$ cat src/rtl/rxq_pkg.sv
package rxq_pkg;
  localparam int CMD_W          = 8;
  localparam int BIT_ENABLE     = 7;
  localparam int BIT_FLUSH_MACH = 5;
  localparam int BIT_FLUSH_Q    = 4;
  localparam int BIT_LOCK       = 3;
  localparam int BIT_UNLOCK     = 2;

  // Resolved command actions, after the priority rules are applied.
  typedef struct packed {
    logic valid;
    logic enable;
    logic flush_mach;
    logic flush_q;
    logic set_lock;
    logic clr_lock;
  } rxq_cmd_t;
endpackage

$ cat src/rtl/rxq_cmd_decode.sv
module rxq_cmd_decode
  import rxq_pkg::*;
(
  input  logic             cmd_we,
  input  logic [CMD_W-1:0] cmd_byte,
  output rxq_cmd_t         cmd
);
  logic unused_bits;
  assign unused_bits = ^{cmd_byte[6], cmd_byte[1:0]};

  always_comb begin
    cmd            = '0;
    cmd.valid      = cmd_we;
    cmd.enable     = cmd_byte[BIT_ENABLE];
    cmd.flush_mach = cmd_we & cmd_byte[BIT_FLUSH_MACH];
    cmd.flush_q    = cmd_we & cmd_byte[BIT_FLUSH_Q];
    // A machine flush implies unlock; unlock outranks lock.
    cmd.clr_lock   = cmd_we & (cmd_byte[BIT_UNLOCK] | cmd_byte[BIT_FLUSH_MACH]);
    cmd.set_lock   = cmd_we & cmd_byte[BIT_LOCK] & ~cmd.clr_lock;
  end
endmodule

$ cat src/rtl/rxq_store.sv
module rxq_store #(
  parameter int W     = 11,
  parameter int DEPTH = 4,
  localparam int PTR_W = $clog2(DEPTH)
) (
  input  logic             clk,
  input  logic             we,
  input  logic [PTR_W-1:0] waddr,
  input  logic [W-1:0]     wdata,
  input  logic             re,
  input  logic [PTR_W-1:0] raddr,
  output logic [W-1:0]     rdata
);
  logic [W-1:0] mem [DEPTH];

  always_ff @(posedge clk) begin
    if (we) mem[waddr] <= wdata;
  end

  always_ff @(posedge clk) begin
    if (re) rdata <= mem[raddr];
  end
endmodule

$ cat src/rtl/rxq_ctrl.sv
module rxq_ctrl
  import rxq_pkg::*;
#(
  parameter int DEPTH = 4,
  localparam int PTR_W = $clog2(DEPTH),
  localparam int LVL_W = $clog2(DEPTH + 1)
) (
  input  logic             clk,
  input  logic             rst,
  input  rxq_cmd_t         cmd,
  input  logic             lvl_clr,
  input  logic             rx_valid,
  input  logic             rd_en,
  input  logic [LVL_W-1:0] depth_sel,
  input  logic [LVL_W-1:0] thresh,
  output logic             we,
  output logic [PTR_W-1:0] waddr,
  output logic             re,
  output logic [PTR_W-1:0] raddr,
  output logic             rd_valid,
  output logic [LVL_W-1:0] level,
  output logic             irq,
  output logic             locked,
  output logic             rx_enabled,
  output logic             overrun
);
  localparam logic [LVL_W-1:0] CAP_MAX = LVL_W'(DEPTH);
  localparam logic [PTR_W-1:0] LAST    = PTR_W'(DEPTH - 1);

  function automatic logic [PTR_W-1:0] bump(input logic [PTR_W-1:0] p);
    return (p == LAST) ? '0 : p + 1'b1;
  endfunction

  logic [PTR_W-1:0] wptr, rptr;
  logic [LVL_W-1:0] cap, thr_eff, lvl_nxt;
  logic clear, full, empty, push_try, do_push, do_pop, ovf;

  always_comb begin
    if (depth_sel == '0)          cap = LVL_W'(1);
    else if (depth_sel > CAP_MAX) cap = CAP_MAX;
    else                          cap = depth_sel;
    thr_eff  = (thresh == '0) ? LVL_W'(1) : thresh;
    clear    = cmd.flush_q | lvl_clr;
    full     = level >= cap;
    empty    = level == '0;
    push_try = rx_valid & rx_enabled & ~locked & ~clear;
    do_push  = push_try & ~full;
    ovf      = push_try & full;
    do_pop   = rd_en & ~empty & ~clear;
    if (clear) lvl_nxt = '0;
    else       lvl_nxt = level + LVL_W'(do_push) - LVL_W'(do_pop);
  end

  assign we    = do_push;
  assign waddr = wptr;
  assign re    = do_pop;
  assign raddr = rptr;

  always_ff @(posedge clk) begin
    if (rst) begin
      wptr <= '0;
      rptr <= '0;
      level <= '0;
      irq <= 1'b0;
      rd_valid <= 1'b0;
    end else begin
      level    <= lvl_nxt;
      irq      <= lvl_nxt >= thr_eff;
      rd_valid <= do_pop;
      if (clear) begin
        wptr <= '0;
        rptr <= '0;
      end else begin
        if (do_push) wptr <= bump(wptr);
        if (do_pop)  rptr <= bump(rptr);
      end
    end
  end

  always_ff @(posedge clk) begin
    if (rst) begin
      locked <= 1'b0;
      rx_enabled <= 1'b0;
      overrun <= 1'b0;
    end else begin
      if (cmd.valid) rx_enabled <= cmd.enable;
      if (cmd.clr_lock)      locked <= 1'b0;
      else if (cmd.set_lock) locked <= 1'b1;
      if (cmd.flush_mach) overrun <= 1'b0;
      else if (ovf)       overrun <= 1'b1;
    end
  end
endmodule

$ cat src/rtl/rx_cmd_fifo.sv
module rx_cmd_fifo
  import rxq_pkg::*;
#(
  parameter int DATA_W = 9,
  parameter int STAT_W = 2,
  parameter int DEPTH  = 4,
  localparam int ENT_W = DATA_W + STAT_W,
  localparam int PTR_W = $clog2(DEPTH),
  localparam int LVL_W = $clog2(DEPTH + 1)
) (
  input  logic             clk,
  input  logic             rst,
  input  logic             rx_valid,
  input  logic [ENT_W-1:0] rx_entry,
  input  logic             cmd_we,
  input  logic [CMD_W-1:0] cmd_byte,
  input  logic             lvl_clr,
  input  logic [LVL_W-1:0] depth_sel,
  input  logic [LVL_W-1:0] thresh,
  input  logic             rd_en,
  output logic [ENT_W-1:0] rd_data,
  output logic             rd_valid,
  output logic [LVL_W-1:0] level,
  output logic             irq,
  output logic             locked,
  output logic             rx_enabled,
  output logic             overrun
);
  rxq_cmd_t         cmd;
  logic             mem_we, mem_re;
  logic [PTR_W-1:0] mem_waddr, mem_raddr;

  rxq_cmd_decode u_dec (
    .cmd_we   (cmd_we),
    .cmd_byte (cmd_byte),
    .cmd      (cmd)
  );

  rxq_ctrl #(.DEPTH(DEPTH)) u_ctrl (
    .clk        (clk),
    .rst        (rst),
    .cmd        (cmd),
    .lvl_clr    (lvl_clr),
    .rx_valid   (rx_valid),
    .rd_en      (rd_en),
    .depth_sel  (depth_sel),
    .thresh     (thresh),
    .we         (mem_we),
    .waddr      (mem_waddr),
    .re         (mem_re),
    .raddr      (mem_raddr),
    .rd_valid   (rd_valid),
    .level      (level),
    .irq        (irq),
    .locked     (locked),
    .rx_enabled (rx_enabled),
    .overrun    (overrun)
  );

  rxq_store #(.W(ENT_W), .DEPTH(DEPTH)) u_store (
    .clk   (clk),
    .we    (mem_we),
    .waddr (mem_waddr),
    .wdata (rx_entry),
    .re    (mem_re),
    .raddr (mem_raddr),
    .rdata (rd_data)
  );
endmodule

$ cat config.mk
export PLATFORM = sky130hd
export DESIGN_NAME = rx_cmd_fifo
export DESIGN_NICKNAME = d
export VERILOG_FILES = /design/src/rtl/rxq_pkg.sv /design/src/rtl/rxq_cmd_decode.sv /design/src/rtl/rxq_store.sv /design/src/rtl/rxq_ctrl.sv /design/src/rtl/rx_cmd_fifo.sv
export SDC_FILE = /design/constraint.sdc
export NUM_CORES = 1
export LEC_CHECK = 0
export ABC_AREA = 1
export BUFFER_PORTS_ARGS = -buffer_cell sky130_fd_sc_hd__buf_2
export CAP_MARGIN = 20
export CORE_ASPECT_RATIO = 0.8
export CORE_MARGIN = 5
export CORE_UTILIZATION = 49
export DETAILED_ROUTE_END_ITERATION = 10
export PLACE_DENSITY = 0.78
export SLEW_MARGIN = 15
export SYNTH_ARGS = -nofsm -noshare
export SYNTH_HDL_FRONTEND = slang
export SYNTH_SLANG_ARGS = --single-unit
export TNS_END_PERCENT = 50
$ cat constraint.sdc
create_clock -name clk -period 3.02 [get_ports clk]
set_clock_uncertainty 0.15 [all_clocks]
set_input_delay 0.151 -clock clk [delete_from_list [all_inputs] [get_ports clk]]
set_output_delay 0.151 -clock clk [all_outputs]
set_load 0.02 [all_outputs]
After elaboration in Yosys (flattened, before gate mapping)
Memories as Yosys holds them, arrays and structs flattened. A register that Yosys moved wholly into a read port is not among the register bits.
Index checks and enable logic that the tools add are counted.
- $add $sub $neg: 4
- order comparisons: 3
- equal/unequal tests: 2
- multiplexer cells: 8
- bitwise gates (word level): 19
- reduce and logical (&&, ||, !) cells: 6
- operator list (cell ; number):
    bitwise AND 1 bit ; 12
    2-to-1 mux 3 bit ; 4
    logical NOT 3 bit ; 3
    >= comparator 3 bit ; 2
    OR reduction 2 bit ; 3
    NOT 1 bit ; 5
    adder 2 x 1 -> 2 bit (second input constant) ; 2
    equality test 2 bit (second input constant) ; 2
    2-to-1 mux 2 bit ; 2
    adder 3 x 1 -> 3 bit ; 1
    > comparator 3 bit (second input constant) ; 1
    subtractor 3 x 1 -> 3 bit ; 1
    2-to-1 mux 1 bit ; 2
    OR 1 bit ; 2
- flip-flop bits (word level): 12
- bits in writable memories: 44
- input port bits: 31
- output and inout port bits: 19
- logic and storage cells: 51
- memories: 1
- memories (name ; words ; width ; read ports ; clocked after memory_dff ; write ports ; line ; text):
    u_store.mem ; 4 ; 11 ; 1 ; 1 ; 1 ; rxq_store.sv:14 ; logic [W-1:0] mem [DEPTH];

Logic depth before layout (Yosys ltp)
Gate-level depths: netlist of the first run.
- word-level depth: 10
- gate-level depth with buffers: 23
- gate-level depth less buffers: 23

Hierarchy
A second synthesis of the first run with hierarchy kept.
- cell total of the unflattened synthesis: 308
- area total of the unflattened synthesis: 3052.9 sq um
- modules (own cells, without submodules) (module ; instances ; cells each ; area each (sq um) ; seq. area each (sq um)):
    rxq_store ; 1 ; 191 ; 2218.4 ; 1651.6
    rxq_ctrl ; 1 ; 104 ; 778.2 ; 240.2
    rxq_cmd_decode ; 1 ; 13 ; 56.3 ; 0.0

Worst setup path before layout of the first run
OpenSTA, ideal clock, no wires.
- kind: reg-to-reg
- start: register u_ctrl.level[0]
- end: register u_ctrl.irq
- library setup time: 109 ps
- arrival: 2887 ps
- required time: 2761 ps
- path slack: -126 ps
- cell stages (with the launch flop): 23
- buffers on the path: 0
- clock period less this slack: 3146 ps
- cell sequence: dfxtp_1 > inv_1 > ha_1 > inv_1 > nand2_1 > nand2_1 > nand2_1 > nor2_4 > inv_2 > ha_1 > inv_1 > ha_1 > inv_1 > fa_1 > inv_1 > nand2_1 > nand2_1 > nor2_1 > ha_1 > a21oi_1 > o211ai_1 > nand2_1 > inv_1
- cells in the longest elaborated chain, start to end: 7
- elaborated cells between the ends (all ways): 11
- those cells by class: 2 x add/sub; 2 x order compare; 1 x mux; 5 x bitwise; 1 x reduce/logical
- RTL lines (element ; line ; text):
    from (decl) ; rxq_ctrl.sv:21 ; output logic [LVL_W-1:0] level,
    from (signal assigned) ; rxq_ctrl.sv:67 ; level <= lvl_nxt;
    >= comparator 3 bit or logical NOT 3 bit (tied branches) ; rxq_ctrl.sv:44, rxq_ctrl.sv:45 ;
    NOT 1 bit, on equally long branches ; rxq_ctrl.sv:47, rxq_ctrl.sv:49 ;
    bitwise AND 1 bit, on equally long branches ; rxq_ctrl.sv:47, rxq_ctrl.sv:49 ;
    adder 3 x 1 -> 3 bit or bitwise AND 1 bit (tied branches) ; rxq_ctrl.sv:51, rxq_ctrl.sv:49 ;
    subtractor 3 x 1 -> 3 bit * ; rxq_ctrl.sv:51 ; else lvl_nxt = level + LVL_W'(do_push) - LVL_W'(do_pop);
    2-to-1 mux 3 bit * ; rxq_ctrl.sv:50 ; if (clear) lvl_nxt = '0;
    via u_ctrl.lvl_nxt[2] ; rxq_ctrl.sv:35 ; logic [LVL_W-1:0] cap, thr_eff, lvl_nxt;
    >= comparator 3 bit * ; rxq_ctrl.sv:68 ; irq <= lvl_nxt >= thr_eff;
    to (signal assigned) ; rxq_ctrl.sv:68 ;
    to (decl) ; rxq_ctrl.sv:22 ; output logic irq,
The timed path passes the listed nets; every way through them passes the cells marked *.
A chain may end at the register's enable or synchronous reset.

Final worst setup path of the first run
- start: register u_ctrl.level[2]
- end: register u_ctrl.irq
The elaborated chain is that of the path after synthesis.

==> results.json, run 1 <==
{
  "status": "finished clean",
  "period_needed_ns": 2.91,
  "die_w_um": 94.4,
  "drt-wirelength-per-cell_um": 14.6,
  "yosysTopAreaCell": "edfxtp_1",
  "clkPwrFrac_pct": 42.2,
  "vias": 2085,
  "drt_iter0_markers": 170,
  "reg2reg_depth": 21,
  "dp.final_hpwl_um": 3620,
  "hold_start": "cmd_byte[4]",
  "r2r_end": "u_ctrl.irq",
  "synth-seq-cells": 67,
  "min_to": "u_ctrl.level[2]",
  "cts.clk_slew.worst_paths_ns": 0.07,
  "grt_max_degree": 27,
  "cts_buffers": 9,
  "n_antenna_cell": 0,
  "pwr-share-comb_pct": 6.3,
  "tightest_slew_ns": 0.539,
  "p_per_area_nw_per_um2": 502,
  "grt_first_pass_wirelength_um": 9500,
  "internal_power_uw": 1540,
  "switching_share_pct": 21.0,
  "netlist_instances": 237,
  "slew_viol_final": 0,
  "synth_area_um2": 2790,
  "die_area_um2": 7320,
  "net-switching-power_uw": 408,
  "rows": 24,
  "hold_depth": 6,
  "cp-start-kind": "register",
  "hold_violations": 0,
  "grt_overflow_total": 0,
  "grt_pass1_vias": 2060,
  "synth_top_area_share_pct": 59.1,
  "grt_usage_pct": 17.2,
  "wl_um": 6190,
  "synth_cell_type_count": 28,
  "utilization_pct": 70.4,
  "initial_core_util_pct": 50.8,
  "min_period_over_period_pct": 96.5,
  "hold_path.class": "in2reg",
  "postRouteAntennaNets": 0,
  "ioPinCount": 50,
  "drt-vias-per-instance": 4.93,
  "reg2reg_setup_slack_ns": 0.11,
  "setup_viol": 0,
  "layout-drive-gt1-share_pct": 36.5,
  "synth-seq-area-share_pct": 67.7,
  "finalWeightedCongestion": 0.836,
  "tns_ns": 0,
  "fmax_mhz": 343,
  "critPathRequiredTime_ns": 3.12,
  "syn-num-nets": 282,
  "yosysWarnings": 0,
  "dr.pass1.iters": 5,
  "path_class": "reg2reg",
  "area_growth_pct": 38.6,
  "layout.nets": 385,
  "cellLeakagePower_uw": 0.00157,
  "timing.rr.start": "u_ctrl.level[2]",
  "ir_drop_mv": 0.278,
  "core-area_um2": 5500,
  "cts_buffer_depth": 2,
  "crit_fanout": 3,
  "placement.io_buffers": 46,
  "cp_data_arrival_time_ns": 3.01,
  "max-slew-margin-rel_pct": 64.0,
  "clkLatencyLatePin_ns": 0.34,
  "avgSynthCellArea_um2": 11.8,
  "cp-end-kind": "register",
  "cap_violations": 0,
  "die_h_um": 77.5,
  "root_buffer": "clkbuf_8",
  "htree_levels": 3,
  "ys_top_cells_by_area": "edfxtp_1, dfxtp_1, nor2_1",
  "drc": 0,
  "cts_tree": "built",
  "rsz0062_at_grt": "true",
  "clock-sinks": 67,
  "antenna_found_initial": 0,
  "p_seq_share_pct": 51.5
}
==> how the worst max path moves through the flow <==
stage,start,endpoint,slack (ns),cells past startpoint
floorplan,u_ctrl.level[0],u_ctrl.irq,0.02,22
global placement,u_ctrl.level[0],u_ctrl.irq,0.006,22
detailed placement,u_ctrl.level[0],u_ctrl.irq,-0.06,22
CTS,u_ctrl.level[0],u_ctrl.irq,-0.01,22
global route,u_ctrl.level[2],u_ctrl.irq,-0.11,21
finish,u_ctrl.level[2],u_ctrl.irq,0.11,21
==> per-stage QoR <==
step | setup slack, ns | total power (µW) | cells | area (µm²) | hold slack [ns]
5_1_grt | -0.106 | 2020 | 423 | 3870 | 0.104
4_1_cts | -0.0109 | 1940 | 422 | 3800 | 0.101
3_3_place_gp | 0.00627 | 1090 | 367 | 3190 | 0.189
2_1_floorplan | 0.0159 | 1050 | 237 | 2800 | 0.0637
3_5_place_dp | -0.0639 | 1090 | 367 | 3190 | 0.199
6_report | 0.106 | 1940 | 423 | 3870 | 0.106
==> worst max-delay path: stages, from the launching register on <==
cell and delay (ns):
dfxtp_2 0.36, ha_4 0.21, nand2_1 0.08, nand2_2 0.08
inv_2 0.08, nand2_4 0.06, nor2_4 0.11, inv_2 0.06
ha_4 0.21, inv_4 0.05, ha_4 0.11, inv_2 0.03
fa_2 0.35, inv_2 0.07, nand2_1 0.06, nand2_2 0.07
nor2_1 0.04, ha_1 0.31, a21oi_2 0.12, o211ai_1 0.10
nand2_1 0.06, inv_1 0.03
==> synth_stat cells, drive strengths merged <==
| cell | number |
|---|---|
| inv | 30 |
| buf | 3 |
| nand2 | 21 |
| dfxtp | 12 |
| nand3b | 1 |
| a21oi | 6 |
| xnor2 | 1 |
| o22ai | 11 |
| ha | 13 |
| o21bai | 1 |
| edfxtp | 55 |
| clkbuf | 3 |
| nor2 | 45 |
| a211oi | 1 |
| o21ai | 25 |
| o211ai | 1 |
| fa | 1 |
| nand3 | 5 |
| nor3 | 2 |
==> cell type report <==
type	count	area (µm²)
Inverter	30	120
Multi-Input combinational cell	134	858
Fill cell	353	1620
Sequential cell	67	1900
Clock buffer	9	124
Tap cell	78	97.6
Timing Repair Buffer	98	673
Clock inverter	7	100
==> power by group through the flow <==
| stage | clock network, µW | logic, µW | registers (µW) |
|---|---|---|---|
| 3_5_place_dp | 0 | 69.5 | 1020 |
| 6_report | 821 | 122 | 1000 |
| 3_3_place_gp | 0 | 66.7 | 1020 |
| 4_1_cts | 827 | 110 | 1000 |
| 5_1_grt | 884 | 132 | 1000 |
| 2_1_floorplan | 0 | 28.5 | 1030 |
==> sequential cells by signal, summed over array words and instances (netlist names) <==
signal             cells
u_store.mem           44
u_store.rdata         11
u_ctrl.level           3
u_ctrl.raddr           2
u_ctrl.waddr           2
u_ctrl.irq             1
u_ctrl.locked          1
u_ctrl.overrun         1
u_ctrl.rd_valid        1
u_ctrl.rx_enabled      1
==> cells by family after synthesis <==
family | Yosys count | share of synthesized area (%)
AO/OA/AOI/OAI | 45 | 8.82
XOR/XNOR | 1 | 0.314
flip-flops | 67 | 67.7
adder cells (fa/ha/maj) | 14 | 6.54
AND/OR/NAND/NOR | 74 | 11.3
buffers and inverters | 36 | 5.33
==> metal layers <==
| metal | up-vias | GRT usage [%] | wire (µm) |
|---|---|---|---|
| met5 | - | 0 | 0 |
| met4 | 0 | 8.08 | 83 |
| met3 | 11 | 4.93 | 450 |
| met2 | 73 | 30.4 | 3270 |
| met1 | 977 | 19.1 | 2390 |
| li1 | 1024 | - | - |
==> what timing repair did <==
| item | in CTS | in global routing |
|---|---|---|
| endpoints found under the setup margin | 1 | 3 |
| pin swaps | 10 | 15 |
| hold buffers | 21 | 0 |
| buffers inserted | 18 | 2 |
| gates resized for setup | 10 | 16 |
| endpoints found under the hold margin | 51 | 0 |
==> placed cells by master (no fill, tap or decap), types with 3 or more instances in the layout <==
cell type      count
inv_2              7
dfxtp_1            9
inv_1             20
nand3_1            3
nand2_1           12
o22ai_1           11
buf_2             46
ha_4               5
a21oi_1            4
o21ai_0           24
edfxtp_1          55
nand2_2            7
buf_4             31
ha_1               8
inv_4              3
dlygate4sd3_1     21
nor2_1            44
clkbuf_8           9
No activity file was read; power rests on OpenSTA's default activity.
==> run 2: changes to the inputs <==
Settings changed: RECOVER_POWER from default to 50.
==> results.json, run 2 (synthesis gave the netlist of run 1 again) <==
{
  "status": "finished clean",
  "worst_path_most_repeated_cell": "inv_2",
  "cap_violations": 0,
  "p_seq_share_pct": 51.6,
  "cp_data_arrival_time_ns": 3.02,
  "fin_ws_ns": 0.0978,
  "grt_pass1_vias": 2060,
  "post-place-ws_ns": -0.0639,
  "crit_chain": "ha_4, nand2_1, nand2_2, inv_2, nand2_4, nor2_4, inv_2, ha_4, inv_4, ha_4, inv_2, fa_2, inv_2, nand2_1, nand2_2, nor2_1, ha_1, a21oi_2, o211ai_1, nand2_1, inv_1",
  "root_buffer": "clkbuf_8",
  "die_h_um": 77.5,
  "htree_levels": 3,
  "clock-sinks": 67,
  "regMostFlops": "u_store.mem",
  "final_common_cell": "edfxtp_1",
  "p_total_uw": 1940,
  "timing.rr.start": "u_ctrl.level[2]",
  "dp.final_hpwl_um": 3620,
  "grt_first_pass_wirelength_um": 9500,
  "rows": 24,
  "vias": 2083,
  "ir_drop_mv": 0.278,
  "rsz0062_at_grt": "true",
  "crit_fanout": 3,
  "period_needed_ns": 2.92,
  "critPathRequiredTime_ns": 3.12,
  "wl_um": 6180,
  "largest_reg_flops": 44,
  "drc": 0,
  "grt_usage_pct": 17.2,
  "cp.depth": 21,
  "cts.clk_slew.worst_paths_ns": 0.07,
  "postRouteAntennaNets": 0,
  "layout.nets": 385,
  "n_antenna_cell": 0,
  "slowest_delay_ns": 0.36,
  "path_class": "reg2reg",
  "grt_max_degree": 27,
  "pwr-share-comb_pct": 6.1,
  "cts_buffers": 9,
  "grt_overflow_total": 0,
  "clkLatencyLatePin_ns": 0.34,
  "tns_ns": 0,
  "cellLeakagePower_uw": 0.00147,
  "dp_cells": 367,
  "switching_share_pct": 21.0,
  "initial_core_util_pct": 50.8,
  "drt-wirelength-per-cell_um": 14.6,
  "setup.worst_path.start": "u_ctrl.level[2]",
  "internal_power_uw": 1530,
  "reg.largest.list": "u_store.mem (44), u_store.rdata (11), u_ctrl.level (3)",
  "hold_path.class": "in2reg",
  "hold_violations": 0,
  "cp-start-kind": "register",
  "area_growth_pct": 37.0,
  "cts_buffer_depth": 2,
  "die_w_um": 94.4,
  "hold_start": "cmd_byte[4]",
  "placement.io_buffers": 46,
  "cp_top_family": "adder cells",
  "setup_viol": 0,
  "die_area_um2": 7320,
  "cp-end-kind": "register",
  "net-switching-power_uw": 408,
  "core-area_um2": 5500,
  "reg2reg_depth": 21,
  "p_per_area_nw_per_um2": 507,
  "drt-vias-per-instance": 4.92,
  "hold_depth": 6,
  "dr.pass1.iters": 4,
  "num-fill-cells": 380,
  "stdcell_count": 423,
  "layout-drive-gt1-share_pct": 27.2,
  "finalWeightedCongestion": 0.836,
  "ioPinCount": 50,
  "cts_tree": "built",
  "antenna_found_initial": 0,
  "cpMaxStageDelayCell": "dfxtp_2",
  "max-slew-margin-rel_pct": 48.9,
  "tightest_slew_ns": 0.766,
  "final_cell_mix": "edfxtp_1, nor2_1, clkbuf_1",
  "path_buf_inv": 6,
  "clkPwrFrac_pct": 42.3,
  "utilization_pct": 69.7,
  "reg2reg_setup_slack_ns": 0.1,
  "slew_viol_final": 0,
  "fmax_mhz": 342,
  "min_period_over_period_pct": 96.8,
  "drt_iter0_markers": 153
}
run 2: worst paths after layout:
path | end
worst max-delay path | u_ctrl.irq
worst min-delay path | u_ctrl.level[2]
worst max register to register | u_ctrl.irq
worst min register to register | u_ctrl.overrun
run 2: power by group through the flow:
stage	sequential [µW]	combinational, µW	clock [µW]
after floorplan	1030	28.5	0
after global placement	1020	66.7	0
after detailed placement	1020	69.5	0
after CTS	1000	110	827
after global routing	1000	129	884
final	1000	119	821
run 2: layout make-up:
cell class                 count  area, µm²  share of cell area [%]
sequential                    67       1900                    49.6
multi-input combinational    134        858                    22.4
timing repair buffer          98        631                    16.5
clock buffer                   9        124                    3.24
inverter                      30        120                    3.14
clock inverter                 7        100                    2.61
tap                           78       97.6                    2.55
run 2: through the flow:
stage               hold slack (ns)  area [µm²]
floorplan                    0.0637        2800
global placement              0.189        3190
detailed placement            0.199        3190
CTS                           0.101        3800
global route                  0.104        3830
finish                        0.104        3830
run 2: layer usage:
metal | vias to the layer above | GRT usage [%] | wire, µm
met1 | 975 | 19.1 | 2420
met3 | 11 | 4.93 | 382
met4 | 0 | 8.08 | 108
met2 | 71 | 30.4 | 3260
met5 | - | 0 | 0
li1 | 1026 | - | -
run 2: worst min-delay path: cells and delay by family:
kind / cells / cell delay, ns
buffers and inverters: 2 / 0.14
AND/OR/NAND/NOR: 4 / 0.26
run 2: timing repair:
action | in CTS | in global routing
endpoints found under the hold margin | 51 | 0
hold buffers | 21 | 0
endpoints found under the setup margin | 1 | 3
buffers inserted | 18 | 2
pin swaps | 10 | 15
gates resized for setup | 10 | 16
